==> config.mk <==
export PLATFORM = sky130hd
export DESIGN_NAME = core_stall_ctrl
export DESIGN_NICKNAME = d
export VERILOG_FILES = /design/src/rtl/csc_pkg.sv /design/src/rtl/csc_irq_edge.sv /design/src/rtl/csc_countdown.sv /design/src/rtl/csc_core_slot.sv /design/src/rtl/core_stall_ctrl.sv
export SDC_FILE = /design/constraint.sdc
export NUM_CORES = 1
export LEC_CHECK = 0
export ABC_AREA = 1
export CAP_MARGIN = 0
export CELL_PAD_IN_SITES_DETAIL_PLACEMENT = 1
export CELL_PAD_IN_SITES_GLOBAL_PLACEMENT = 1
export CORE_MARGIN = 3
export CORE_UTILIZATION = 40
export DETAILED_ROUTE_END_ITERATION = 6
export DONT_BUFFER_PORTS = 1
export PLACE_DENSITY = 0.73
export RECOVER_POWER = 100
export SLEW_MARGIN = 20
export SYNTH_ARGS = -nofsm -noshare
export SYNTH_HDL_FRONTEND = slang
export SYNTH_SLANG_ARGS = --single-unit
==> constraint.sdc <==
create_clock -name clk -period 1.3 [get_ports clk]
set_input_delay 0.065 -clock clk [delete_from_list [all_inputs] [get_ports clk]]
set_output_delay 0.065 -clock clk [all_outputs]
set_load 0.02 [all_outputs]
==> src/rtl/csc_pkg.sv <==
// Package: shared widths and control-word bit positions for the stall controller.
// Assumes a 32-bit control word with the count in the low CNT_W bits.
package csc_pkg;
    localparam int WORD_W       = 32;
    localparam int CNT_W        = 8;
    localparam int SLEEP_BIT    = 31;
    localparam int HOLD_BIT     = 30;
    localparam int HOLD_AUX_BIT = 29;
    localparam int START_BIT    = 27;
    localparam int SEM_HI       = 26;
endpackage

==> src/rtl/csc_irq_edge.sv <==
// Module: per-core rising-edge detector for the interrupt inputs.
// Assumes irq is synchronous to clk; the registered history starts low at reset.
module csc_irq_edge #(
    parameter int NUM_CORES = 2
) (
    input  logic                 clk,
    input  logic                 rst_n,
    input  logic [NUM_CORES-1:0] irq,
    output logic [NUM_CORES-1:0] irq_rise
);
    logic [NUM_CORES-1:0] irq_q;

    // Remember last sampled interrupt level per core.
    always_ff @(posedge clk) begin
        if (!rst_n) irq_q <= '0;
        else        irq_q <= irq;
    end

    // Rising edge = high now, low last clock.
    always_comb irq_rise = irq & ~irq_q;

    genvar g;
    for (g = 0; g < NUM_CORES; g++) begin : g_chk

        rise_pulse_chk: assert property (@(posedge clk) disable iff (!rst_n)
            irq_rise[g] |=> !irq_rise[g]);
    end
endmodule

==> src/rtl/csc_countdown.sv <==
// Module: loadable down-counter for the cycle budget of one core.
// Assumes load has priority; run enables decrement only while nonzero.
module csc_countdown #(
    parameter int CNT_W = 8
) (
    input  logic             clk,
    input  logic             rst_n,
    input  logic             load,
    input  logic [CNT_W-1:0] load_val,
    input  logic             run,
    output logic [CNT_W-1:0] cnt,
    output logic             ending
);
    // Load, decrement or hold the remaining-cycle count.
    always_ff @(posedge clk) begin
        if (!rst_n)                        cnt <= '0;
        else if (load)                     cnt <= load_val;
        else if (run && (cnt != '0))       cnt <= cnt - 1'b1;
    end

    // Flags the clock at which the count steps from one to zero.
    always_comb ending = !load && run && (cnt == CNT_W'(1));


    dec_chk: assert property (@(posedge clk) disable iff (!rst_n)
        (!load && run && cnt != '0) |=> cnt == $past(cnt) - 1'b1);

    hold_chk: assert property (@(posedge clk) disable iff (!rst_n)
        (!load && !run) |=> $stable(cnt));
endmodule

==> src/rtl/csc_core_slot.sv <==
// Module: control word and stall decision for a single core.
// Assumes irq_rise is a one-clock pulse; a write overrides all automatic updates.
module csc_core_slot
    import csc_pkg::*;
(
    input  logic              clk,
    input  logic              rst_n,
    input  logic              wr_en,
    input  logic [WORD_W-1:0] wr_data,
    input  logic              irq_rise,
    output logic [WORD_W-1:0] ctl_q,
    output logic              stall
);
    logic [WORD_W-1:CNT_W] flags_q;
    logic [CNT_W-1:0]      cnt;
    logic                  ending;
    logic                  run;

    // Countdown runs only while the start flag is set.
    always_comb run = flags_q[START_BIT];

    csc_countdown #(.CNT_W(CNT_W)) cnt_i (
        .clk      (clk),
        .rst_n    (rst_n),
        .load     (wr_en),
        .load_val (wr_data[CNT_W-1:0]),
        .run      (run),
        .cnt      (cnt),
        .ending   (ending)
    );

    // Upper flags: write, interrupt wake and auxiliary-hold self-clear.
    always_ff @(posedge clk) begin
        if (!rst_n) begin
            flags_q <= '0;
        end else if (wr_en) begin
            flags_q <= wr_data[WORD_W-1:CNT_W];
        end else begin
            if (irq_rise) flags_q[SLEEP_BIT] <= 1'b0;
            if (ending && flags_q[HOLD_BIT] && flags_q[HOLD_AUX_BIT])
                flags_q[HOLD_AUX_BIT] <= 1'b0;
        end
    end

    // Readable word and hold decision.
    always_comb begin
        ctl_q = {flags_q, cnt};
        stall = flags_q[SLEEP_BIT] ||
                ((cnt != '0) && (flags_q[HOLD_BIT] || flags_q[HOLD_AUX_BIT]));
    end


    wr_load_chk: assert property (@(posedge clk) disable iff (!rst_n)
        wr_en |=> ctl_q == $past(wr_data));

    wake_chk: assert property (@(posedge clk) disable iff (!rst_n)
        (!wr_en && irq_rise) |=> !ctl_q[SLEEP_BIT]);

    sleep_keep_chk: assert property (@(posedge clk) disable iff (!rst_n)
        (!wr_en && !irq_rise && ctl_q[SLEEP_BIT]) |=> ctl_q[SLEEP_BIT]);

    aux_clr_chk: assert property (@(posedge clk) disable iff (!rst_n)
        (!wr_en && ctl_q[HOLD_BIT] && ctl_q[HOLD_AUX_BIT] && ctl_q[START_BIT]
         && ctl_q[CNT_W-1:0] == CNT_W'(1)) |=> !ctl_q[HOLD_AUX_BIT]);

    sem_keep_chk: assert property (@(posedge clk) disable iff (!rst_n)
        !wr_en |=> $stable(ctl_q[START_BIT+1]) && $stable(ctl_q[SEM_HI:CNT_W]));
endmodule

==> src/rtl/core_stall_ctrl.sv <==
// Module: top of the per-core sleep and cycle-stall controller.
// Assumes a shared write bus with per-core strobes and rd_sel below NUM_CORES.
module core_stall_ctrl
    import csc_pkg::*;
#(
    parameter int NUM_CORES = 2,
    localparam int SEL_W    = (NUM_CORES > 1) ? $clog2(NUM_CORES) : 1
) (
    input  logic                 clk,
    input  logic                 rst_n,
    input  logic [NUM_CORES-1:0] wr_en,
    input  logic [WORD_W-1:0]    wr_data,
    input  logic [SEL_W-1:0]     rd_sel,
    output logic [WORD_W-1:0]    rd_data,
    input  logic [NUM_CORES-1:0] irq,
    output logic [NUM_CORES-1:0] stall
);
    logic [NUM_CORES-1:0] irq_rise;
    logic [WORD_W-1:0]    ctl [NUM_CORES];

    csc_irq_edge #(.NUM_CORES(NUM_CORES)) edge_i (
        .clk      (clk),
        .rst_n    (rst_n),
        .irq      (irq),
        .irq_rise (irq_rise)
    );

    genvar g;
    for (g = 0; g < NUM_CORES; g++) begin : g_core
        csc_core_slot slot_i (
            .clk      (clk),
            .rst_n    (rst_n),
            .wr_en    (wr_en[g]),
            .wr_data  (wr_data),
            .irq_rise (irq_rise[g]),
            .ctl_q    (ctl[g]),
            .stall    (stall[g])
        );
    end

    // Read mux: selected core's word, zero for an out-of-range index.
    always_comb begin
        rd_data = '0;
        for (int c = 0; c < NUM_CORES; c++)
            if (rd_sel == SEL_W'(c)) rd_data = ctl[c];
    end
endmodule

**Word level (Yosys, flattened, before mapping)**

Index checks and enable logic that the tools add are counted.

- Add/subtract/negate cells: 2
- $mul: 0
- Div/mod/pow operators: 0
- Magnitude comparators: 0
- Equal/unequal tests: 2
- Shifts and indexed selects: 0
- Multiplexer cells: 13
- Bitwise operators: 2
- Reductions and logical operators: 26

Operators by type and width:

| operator | count |
|---|---|
| 2-to-1 mux 32 bit | 1 |
| 2-to-1 mux 8 bit | 4 |
| == test 8 x 1 -> 1 bit (second input constant) | 2 |
| nonzero test 8 bit | 2 |
| subtractor 8 x 1 -> 8 bit (second input constant) | 2 |
| logical AND 1 bit | 12 |
| nonzero test 2 bit | 6 |
| 2-to-1 mux 1 bit | 8 |
| logical OR 1 bit | 4 |
| AND 2 bit | 1 |
| zero test 1 bit | 2 |
| inverter 2 bit | 1 |

- Bits in registers: 66
- Bits in latches: 0
- RAM bits: 0
- ROM bits: 0
- Word-level logic and storage cells: 54
- Memories: 0

**Logic depth before layout (Yosys ltp)**

Gate-level depths: netlist (run 1).

- Depth after elaboration: 7
- Mapped depth: 10
- Gate-level depth less buffers: 10

**Modules after synthesis**

From an unflattened synthesis (run 1), not the netlist that was laid out.

- Cell total of the unflattened synthesis: 531
- Area total of the unflattened synthesis: 3533.4 um^2

Modules (own cells, without submodules):

| module | instances | cells each | area each (um^2) | sequential area each (um^2) |
|---|---|---|---|---|
| csc_core_slot | 2 | 115 | 882.1 | 480.5 |
| csc_countdown at g_core[1].slot_i.cnt_i | 1 | 93 | 601.8 | 160.2 |
| csc_countdown at g_core[0].slot_i.cnt_i | 1 | 94 | 600.6 | 160.2 |
| core_stall_ctrl | 1 | 104 | 491.7 | 0.0 |
| csc_irq_edge | 1 | 10 | 75.1 | 40.0 |

**Worst setup path before layout (run 1)**

No wires, ideal clock.

- Kind: reg-to-reg
- Start: register g_core[0].slot_i.cnt_i.cnt[0]
- End: register g_core[0].slot_i.cnt_i.cnt[4]
- Library setup time: 0.116 ns
- Arrival time: 1.207 ns
- Required time: 1.184 ns
- Slack: -0.023 ns
- Stages on the path, launching flop included: 8
- Path buffers: 0
- Period minus slack after synthesis: 1.323 ns
- Cells stage by stage: dfxtp_1 -> inv_1 -> ha_1 -> nand2_4 -> o21ai_4 -> nand2_4 -> o21ai_0 -> nor2_1

- Word-level cells in the longest chain between the ends: 3
- Elaborated cells on any way between the ends: 6
- Those cells by class: 1 x add/sub; 2 x mux; 3 x reduce/logical

Ends and longest elaborated chain:

| item | line | RTL |
|---|---|---|
| start, declared | csc_countdown.sv:11 | `output logic [CNT_W-1:0] cnt,` |
| start signal, assigned | csc_countdown.sv:17 | `else if (load) cnt <= load_val;` |
| start signal, assigned | csc_countdown.sv:18 | `else if (run && (cnt != '0)) cnt <= cnt - 1'b1;` |
| subtractor 8 x 1 -> 8 bit / nonzero test 8 bit (equally long branches) | csc_countdown.sv:18 |  |
| 2-to-1 mux 8 bit / logical AND 1 bit (equally long branches) | csc_countdown.sv:18 |  |
| 2-to-1 mux 8 bit / nonzero test 2 bit (equally long branches) | n/a |  |

Several ways; a longest one is shown, not always the timed one. The select of a mux whose other input is x is not followed.
A chain may end at the register's enable or synchronous reset.

**Worst setup path in the final report (run 1)**

- Start: register g_core[0].slot_i.cnt_i.cnt[1]
- End: register g_core[0].slot_i.cnt_i.cnt[4]

Same word-level chain as after synthesis.

==> flow_summary.yaml, run 1 <==
critical_path:
  critPathArrivalTime_ns: 1.75
  critPathCaptureType: "register"
  cpMostUsedCell: "nand2_4"
  rrSetupSlack_ns: -0.22
  worstPathRequired_ns: 1.54
  critPathMaxStageDelay_ns: 0.35
  start_kind: "register"
  critical_path.max_fanout: 5
  crit_path_top_delay_cell: "dfxtp_2"
  path_cells: "inv_2 > ha_4 > nand2_4 > buf_6 > o21ai_4 > nand2_4 > o21ai_1 > nor2_1"
  worstSetupPathType: "register to register"
route:
  vias: 3898
  antenna_left: 0
  wl_met1_um: 5610
  drt_first_pass_iters: 6
  routed_via_density: 5.52
  wl_met2_um: 7320
  wl_per_cell_um: 20.5
  highest_layer: "met5"
  drc_errors: 0
  drtIter0Drc: 171
  wl_met3_um: 738
  routed_wirelength_um: 14400
synth:
  syn_area_sq_um: 3250
  avgSynthCellArea_sq_um: 6.68
  ys_ff_latch: 66
  postSynthNetCount: 530
  yosys.cell_types.count: 30
  synth-seq-area-share_pct: 40.7
  synth_cells: 486
  ys_warn_count: 0
timing:
  hold_ws_ns: 0.0305
  min_period_ns: 1.52
  hold_violations: 0
  rsz0062_at_grt: "yes"
  tns_ns: -2.48
  clock_skew_ns: 0.0127
  worstMarginPinSlew_ns: 0.807
  fin_ws_ns: -0.216
  setup_violations: 22
  max_freq_mhz: 660
  min_period_over_period_pct: 117
  slew_viol_final: 0
  slew_headroom_pct: 46.0
pwr:
  leakage_nw: 2.11
  power_density_nw_per_um2: 1210
  ir_drop_mv: 0.864
place:
  dp_hpwl_um: 7020
  place_congestion: 0.860
  io_buffers: 0
  pre_cts_ws_ns: -0.117
  dpl.cell_count: 626
global_routing:
  grt_start_max_net_pins: 64
  grt_pass1_vias: 3955
  grt-ovfl-total: 0
  track_usage_pct: 28.0
  grt_antenna_before_repair: 1
  grt_pass1_wl_um: 19600
clock_tree:
  cts.reportedPaths.clkPinSlew_ns: 0.08
  clk-insertion-delay-late_ns: 0.35
  numCtsBuffers: 9
  root_buffer: "clkbuf_8"
  cts.sink_count: 66
  cts_buffer_depth: 2
  tritoncts: "yes"
  h-tree-depth: 3
cells_and_area:
  diodes: 0
  layout-drive-gt1-share_pct: 24.3
  layoutNonFillerInstCount: 706
  final_nets: 643
  area_growth_syn_to_layout_pct: 47.9
die:
  die_area_sq_um: 9240
  core_area_sq_um: 7810
  pin_count: 73
  die_w_um: 96.1
  core.rowCount: 32
  start_util_pct: 41.6
  fp.dieH_um: 96.1
flow_run:
  drv_cap: 0
outcome:
  violations: "negative setup slack"
  status: "finished, violations left"
hold_path:
  hold_class: "primary input to register"
[metal layers]
layer	global-route usage (%)	vias up
li1	-	1785
met3	5.24	72
met4	14.3	2
met2	48.6	154
met1	32.6	1885
met5	0	-
[flip-flops by register name, summed over array words and instances, names as in the netlist]
register	count
edge_i.irq_q	2
g_core.slot_i.flags_q	48
g_core.slot_i.cnt_i.cnt	16
[critical path, delay by kind of cell (launching register included)]
kind	cells	cell delay, ns
compound gates	2	0.43
flops	1	0.35
simple gates	3	0.27
buf+inv	2	0.21
fa+ha+maj	1	0.15
[final cells by class]
type / count / area, sq um
repair buffers: 130 / 1070
clock inverters: 5 / 77.6
flip-flops and latches: 66 / 1330
fillers: 995 / 3000
well taps: 102 / 128
multi-input cells: 336 / 1830
inverters: 56 / 220
clock buffers: 11 / 141
[cell families (layout without fill, tap and decap cells)]
| logic type | Yosys count | count (layout) | synth area share [%] |
|---|---|---|---|
| adders and majority gates | 5 | 5 | 1.93 |
| AOI/OAI and AO/OA | 139 | 139 | 22.3 |
| DFF | 66 | 66 | 40.7 |
| muxes | 1 | 1 | 0.347 |
| and+or+nand+nor | 190 | 190 | 24.1 |
| buffers and inverters | 84 | 202 | 10.4 |
| xor gates and xnor gates | 1 | 1 | 0.270 |
[final timing paths]
check | start | to | cells past startpoint
max | g_core[0].slot_i.cnt_i.cnt[1] | g_core[0].slot_i.cnt_i.cnt[4] | 8
min | wr_en[1] | g_core[1].slot_i.cnt_i.cnt[5] | 5
max reg2reg | g_core[0].slot_i.cnt_i.cnt[1] | g_core[0].slot_i.cnt_i.cnt[4] | 8
min reg2reg | g_core[0].slot_i.flags_q[23] | g_core[0].slot_i.flags_q[23] | 2
[report_power, final]
part | switching [mW] | internal (mW)
Clock | 0.865 | 1.13
Combinational | 0.897 | 0.635
Sequential | 0.103 | 2.17
[cells in the final DEF (no fill, tap or decap), drive strengths merged]
cell type    instances
dlygate4sd3         51
dfxtp               66
o211ai               1
nor3                 3
a21oi               35
clkbuf              38
xor2                 1
nand2               85
or2                  1
o31ai                1
bufinv               2
clkinv               3
clkinvlp             1
buf                 52
nand4                3
a21boi               2
inv                 55
nand3               17
o21bai               1
o21ai               98
ha                   5
mux2                 1
a31oi                1
nor2                81
[metrics by stage]
step	area (sq um)	power (mW)	util (%)
6_report	4800	5.80	61.5
3_3_place_gp	3750	3.29	48.0
4_1_cts	4670	5.59	59.8
3_5_place_dp	3750	3.33	48.0
5_1_grt	4800	6.03	61.5
2_1_floorplan	3250	2.97	-
[cell usage after synthesis]
cell type / count / area share (%)
o21ai_0: 95 / 15
nand2_1: 81 / 9.4
nor2_1: 77 / 8.9
dfxtp_1: 66 / 41
inv_1: 54 / 6.2
a21oi_1: 34 / 5.2
clkbuf_1: 17 / 2.0
nand3_1: 17 / 2.6
buf_2: 8 / 1.2
ha_1: 5 / 1.9
buf_4: 3 / 0.69
nand4_1: 3 / 0.58
nor2_2: 3 / 0.58
nor3_1: 3 / 0.46
a21boi_0: 2 / 0.46
nand2_2: 2 / 0.39
nand2_4: 2 / 0.69
o21ai_1: 2 / 0.31
a21oi_2: 1 / 0.27
a31oi_1: 1 / 0.19
clkinv_1: 1 / 0.12
inv_2: 1 / 0.12
mux2_2: 1 / 0.35
nor2_4: 1 / 0.35
o211ai_1: 1 / 0.23
o21ai_4: 1 / 0.50
o21bai_1: 1 / 0.23
o31ai_1: 1 / 0.23
or2_2: 1 / 0.19
xor2_1: 1 / 0.27
[repair_timing]
| item | CTS | global route |
|---|---|---|
| hold buffers | 52 | 0 |
| pin swaps | 22 | 28 |
| gates cloned | 0 | 0 |
| hold endpoints to repair | 66 | 0 |
| gates resized for setup | 44 | 61 |
| setup buffers | 6 | 8 |
| endpoints found under the setup margin | 22 | 28 |
Note: power is estimated with default switching activity, not from simulation.
==> run 2: changes to the inputs <==
Settings changed: ABC_AREA 1 to not set, CORE_UTILIZATION 40 to 42, PLACE_DENSITY 0.73 to 0.71, SETUP_SLACK_MARGIN set to 0.3.
==> run 2 against run 1 <==
- largest cell class unchanged
- maximum frequency decreased by 17%
- area after synthesis decreased by 4.1%
- final area increased by 0.47%
- worst hold slack got worse by 0.16 ns
- power decreased by 8.3%
- largest power group unchanged
- clock power decreased by 17%
- the flow finishes with violations (negative hold slack, negative setup slack)
- global-route usage decreased by 1.7 points
- register-to-register slack got worse by 0.30 ns
==> flow_summary.yaml, run 2 <==
global_routing:
  grt-ovfl-total: 0
  use_met1_pct: 30.9
  grt_antenna_before_repair: 0
  grt_pass1_wl_um: 17400
  busiest_layer: "met2"
  track_usage_pct: 26.3
  grt_use_met2_pct: 46.8
  grt_pass1_vias: 3171
  grt_use_met3_pct: 6.89
  grt_start_max_net_pins: 36
hold_path:
  hold_class: "primary input to register"
pwr:
  ir_drop_mv: 0.945
  power_density_nw_per_um2: 1100
  leakage_nw: 2.07
  p_total_mw: 5.32
clock_tree:
  root_buffer: "clkbuf_8"
  clk-insertion-delay-late_ns: 0.35
  h-tree-depth: 3
  cts.sink_count: 66
  cts.reportedPaths.clkPinSlew_ns: 0.09
  hold_buffers: 42
  tritoncts: "yes"
  numCtsBuffers: 9
  cts_buffer_depth: 2
route:
  drt_first_pass_iters: 4
  antenna_left: 0
  vias: 3110
  wl_per_cell_um: 25.2
  routed_via_density: 5.83
  routed_wirelength_um: 13400
  drc_errors: 0
  drtIter0Drc: 183
timing:
  clock_skew_ns: 0.0157
  min_period_over_period_pct: 140
  hold_violations: 50
  min_period_ns: 1.82
  worstMarginPinSlew_ns: 0.588
  tns_ns: -6.49
  setup_violations: 23
  rsz0062_at_grt: "yes"
  hold_ws_ns: -0.132
  slew_headroom_pct: 60.7
  slew_viol_final: 0
  fin_ws_ns: -0.520
  max_freq_mhz: 549
place:
  pre_cts_ws_ns: -0.401
  dpl.cell_count: 452
  dp_hpwl_um: 6050
  place_congestion: 0.786
  io_buffers: 0
die:
  core.rowCount: 30
  core_area_sq_um: 6980
  die_area_sq_um: 8490
  start_util_pct: 44.6
  pin_count: 73
  die_w_um: 92.1
  fp.dieH_um: 92.1
synth:
  ys_warn_count: 0
  async_reset_ff_share_pct: 0
  yosys.cell_types.count: 43
  synth.top_cells.by_area: "dfxtp_1, mux2i_1, mux2_2"
  synth_common_cells: "dfxtp_1, nor2_1, mux2i_1"
  ys_ff_latch: 66
  synth_top_cell_by_area: "dfxtp_1"
  avgSynthCellArea_sq_um: 9.27
  synth_top_area_share_pct: 42.4
  synth_edf_count: 0
  postSynthNetCount: 380
  yosysMostFrequentCell: "dfxtp_1"
  synth_ff_type: "dfxtp_1"
  synth-seq-area-share_pct: 42.4
  synth_cells: 336
  syn_area_sq_um: 3120
cells_and_area:
  area_growth_syn_to_layout_pct: 54.9
  layout-drive-gt1-share_pct: 44.9
  mostFrequentLayoutCell: "nor2_1"
  fillCellCount: 729
  largest-register: "g_core.slot_i.flags_q"
  fin_util_pct: 69.1
  diodes: 0
  final_cell_mix: "nor2_1, mux2i_1, dlygate4sd3_1"
  largest_reg_flops: 48
  reg_top3: "g_core.slot_i.flags_q x48, g_core.slot_i.cnt_i.cnt x16, edge_i.irq_q x2"
  final_nets: 477
  layoutNonFillerInstCount: 533
critical_path:
  critPathCaptureType: "register"
  worstPathRequired_ns: 1.58
  critical_path.max_fanout: 5
  worstSetupPathType: "register to register"
  start_kind: "register"
  critPathArrivalTime_ns: 2.10
flow_run:
  drv_cap: 0
outcome:
  violations: "negative hold slack, negative setup slack"
  status: "finished, violations left"
==> run 2: area by class of cell <==
cell class              instances  area [sq um]  area share [%]
flip-flops and latches         66          1410            29.1
repair buffers                107          1010            20.9
clock inverters                 5          28.8           0.596
inverters                      11          53.8            1.11
clock buffers                  10           149            3.09
well taps                      96           120            2.49
multi-input cells             238          2060            42.6
==> run 2: layer usage <==
metal	wire length (um)	vias up
met5	0	-
met4	548	0
met3	724	41
met2	6850	129
met1	5290	1561
li1	-	1379
==> run 2: kinds of logic after synthesis <==
kind of cell | count (synthesis) | share of synthesized area, %
buffers and inverters | 32 | 4.14
XOR/XNOR | 3 | 0.844
AND/OR/NAND/NOR | 102 | 14.9
multiplexers | 75 | 25.3
AO/OA/AOI/OAI | 53 | 10.4
adder cells (fa/ha/maj) | 5 | 2.01
flip-flops | 66 | 42.4
==> run 2: through the flow <==
| stage | hold slack [ns] | cell area [sq um] |
|---|---|---|
| 5_1_grt | -0.139 | 4830 |
| 2_1_floorplan | 0.193 | 3270 |
| 3_5_place_dp | 0.194 | 3590 |
| 6_report | -0.132 | 4830 |
| 4_1_cts | -0.150 | 4550 |
| 3_3_place_gp | 0.191 | 3590 |
==> run 2: worst paths after layout <==
kind                            cells past startpoint                     startpoint  slack (ns)                            end
worst max-delay path                                7  g_core[1].slot_i.cnt_i.cnt[1]       -0.52  g_core[1].slot_i.cnt_i.cnt[5]
worst min-delay path                                2                       wr_en[0]       -0.13   g_core[0].slot_i.flags_q[12]
worst max register to register                      7  g_core[1].slot_i.cnt_i.cnt[1]       -0.52  g_core[1].slot_i.cnt_i.cnt[5]
worst min register to register                      2   g_core[0].slot_i.flags_q[28]        0.49   g_core[0].slot_i.flags_q[28]
==> run 2: worst max-delay path: stages, from the launching register on <==
cell     delay (ns)
dfxtp_4        0.40
inv_4          0.06
ha_4           0.16
and3_4         0.16
buf_6          0.11
buf_6          0.12
or4_1          0.58
a31oi_1        0.16
==> run 2: power by group <==
part,total [mW],internal (mW),switching [mW]
combinational,1.38,0.702,0.677
sequential,2.28,2.16,0.120
clock,1.66,0.789,0.874
total,5.32,3.65,1.67
==> run 2: what timing repair did <==
| item | 4_1_cts | 5_1_grt |
|---|---|---|
| resized for setup | 98 | 45 |
| pin swaps | 20 | 13 |
| buffers inserted | 12 | 12 |
| endpoints found under the hold margin | 66 | 53 |
| setup endpoints to repair | 52 | 96 |
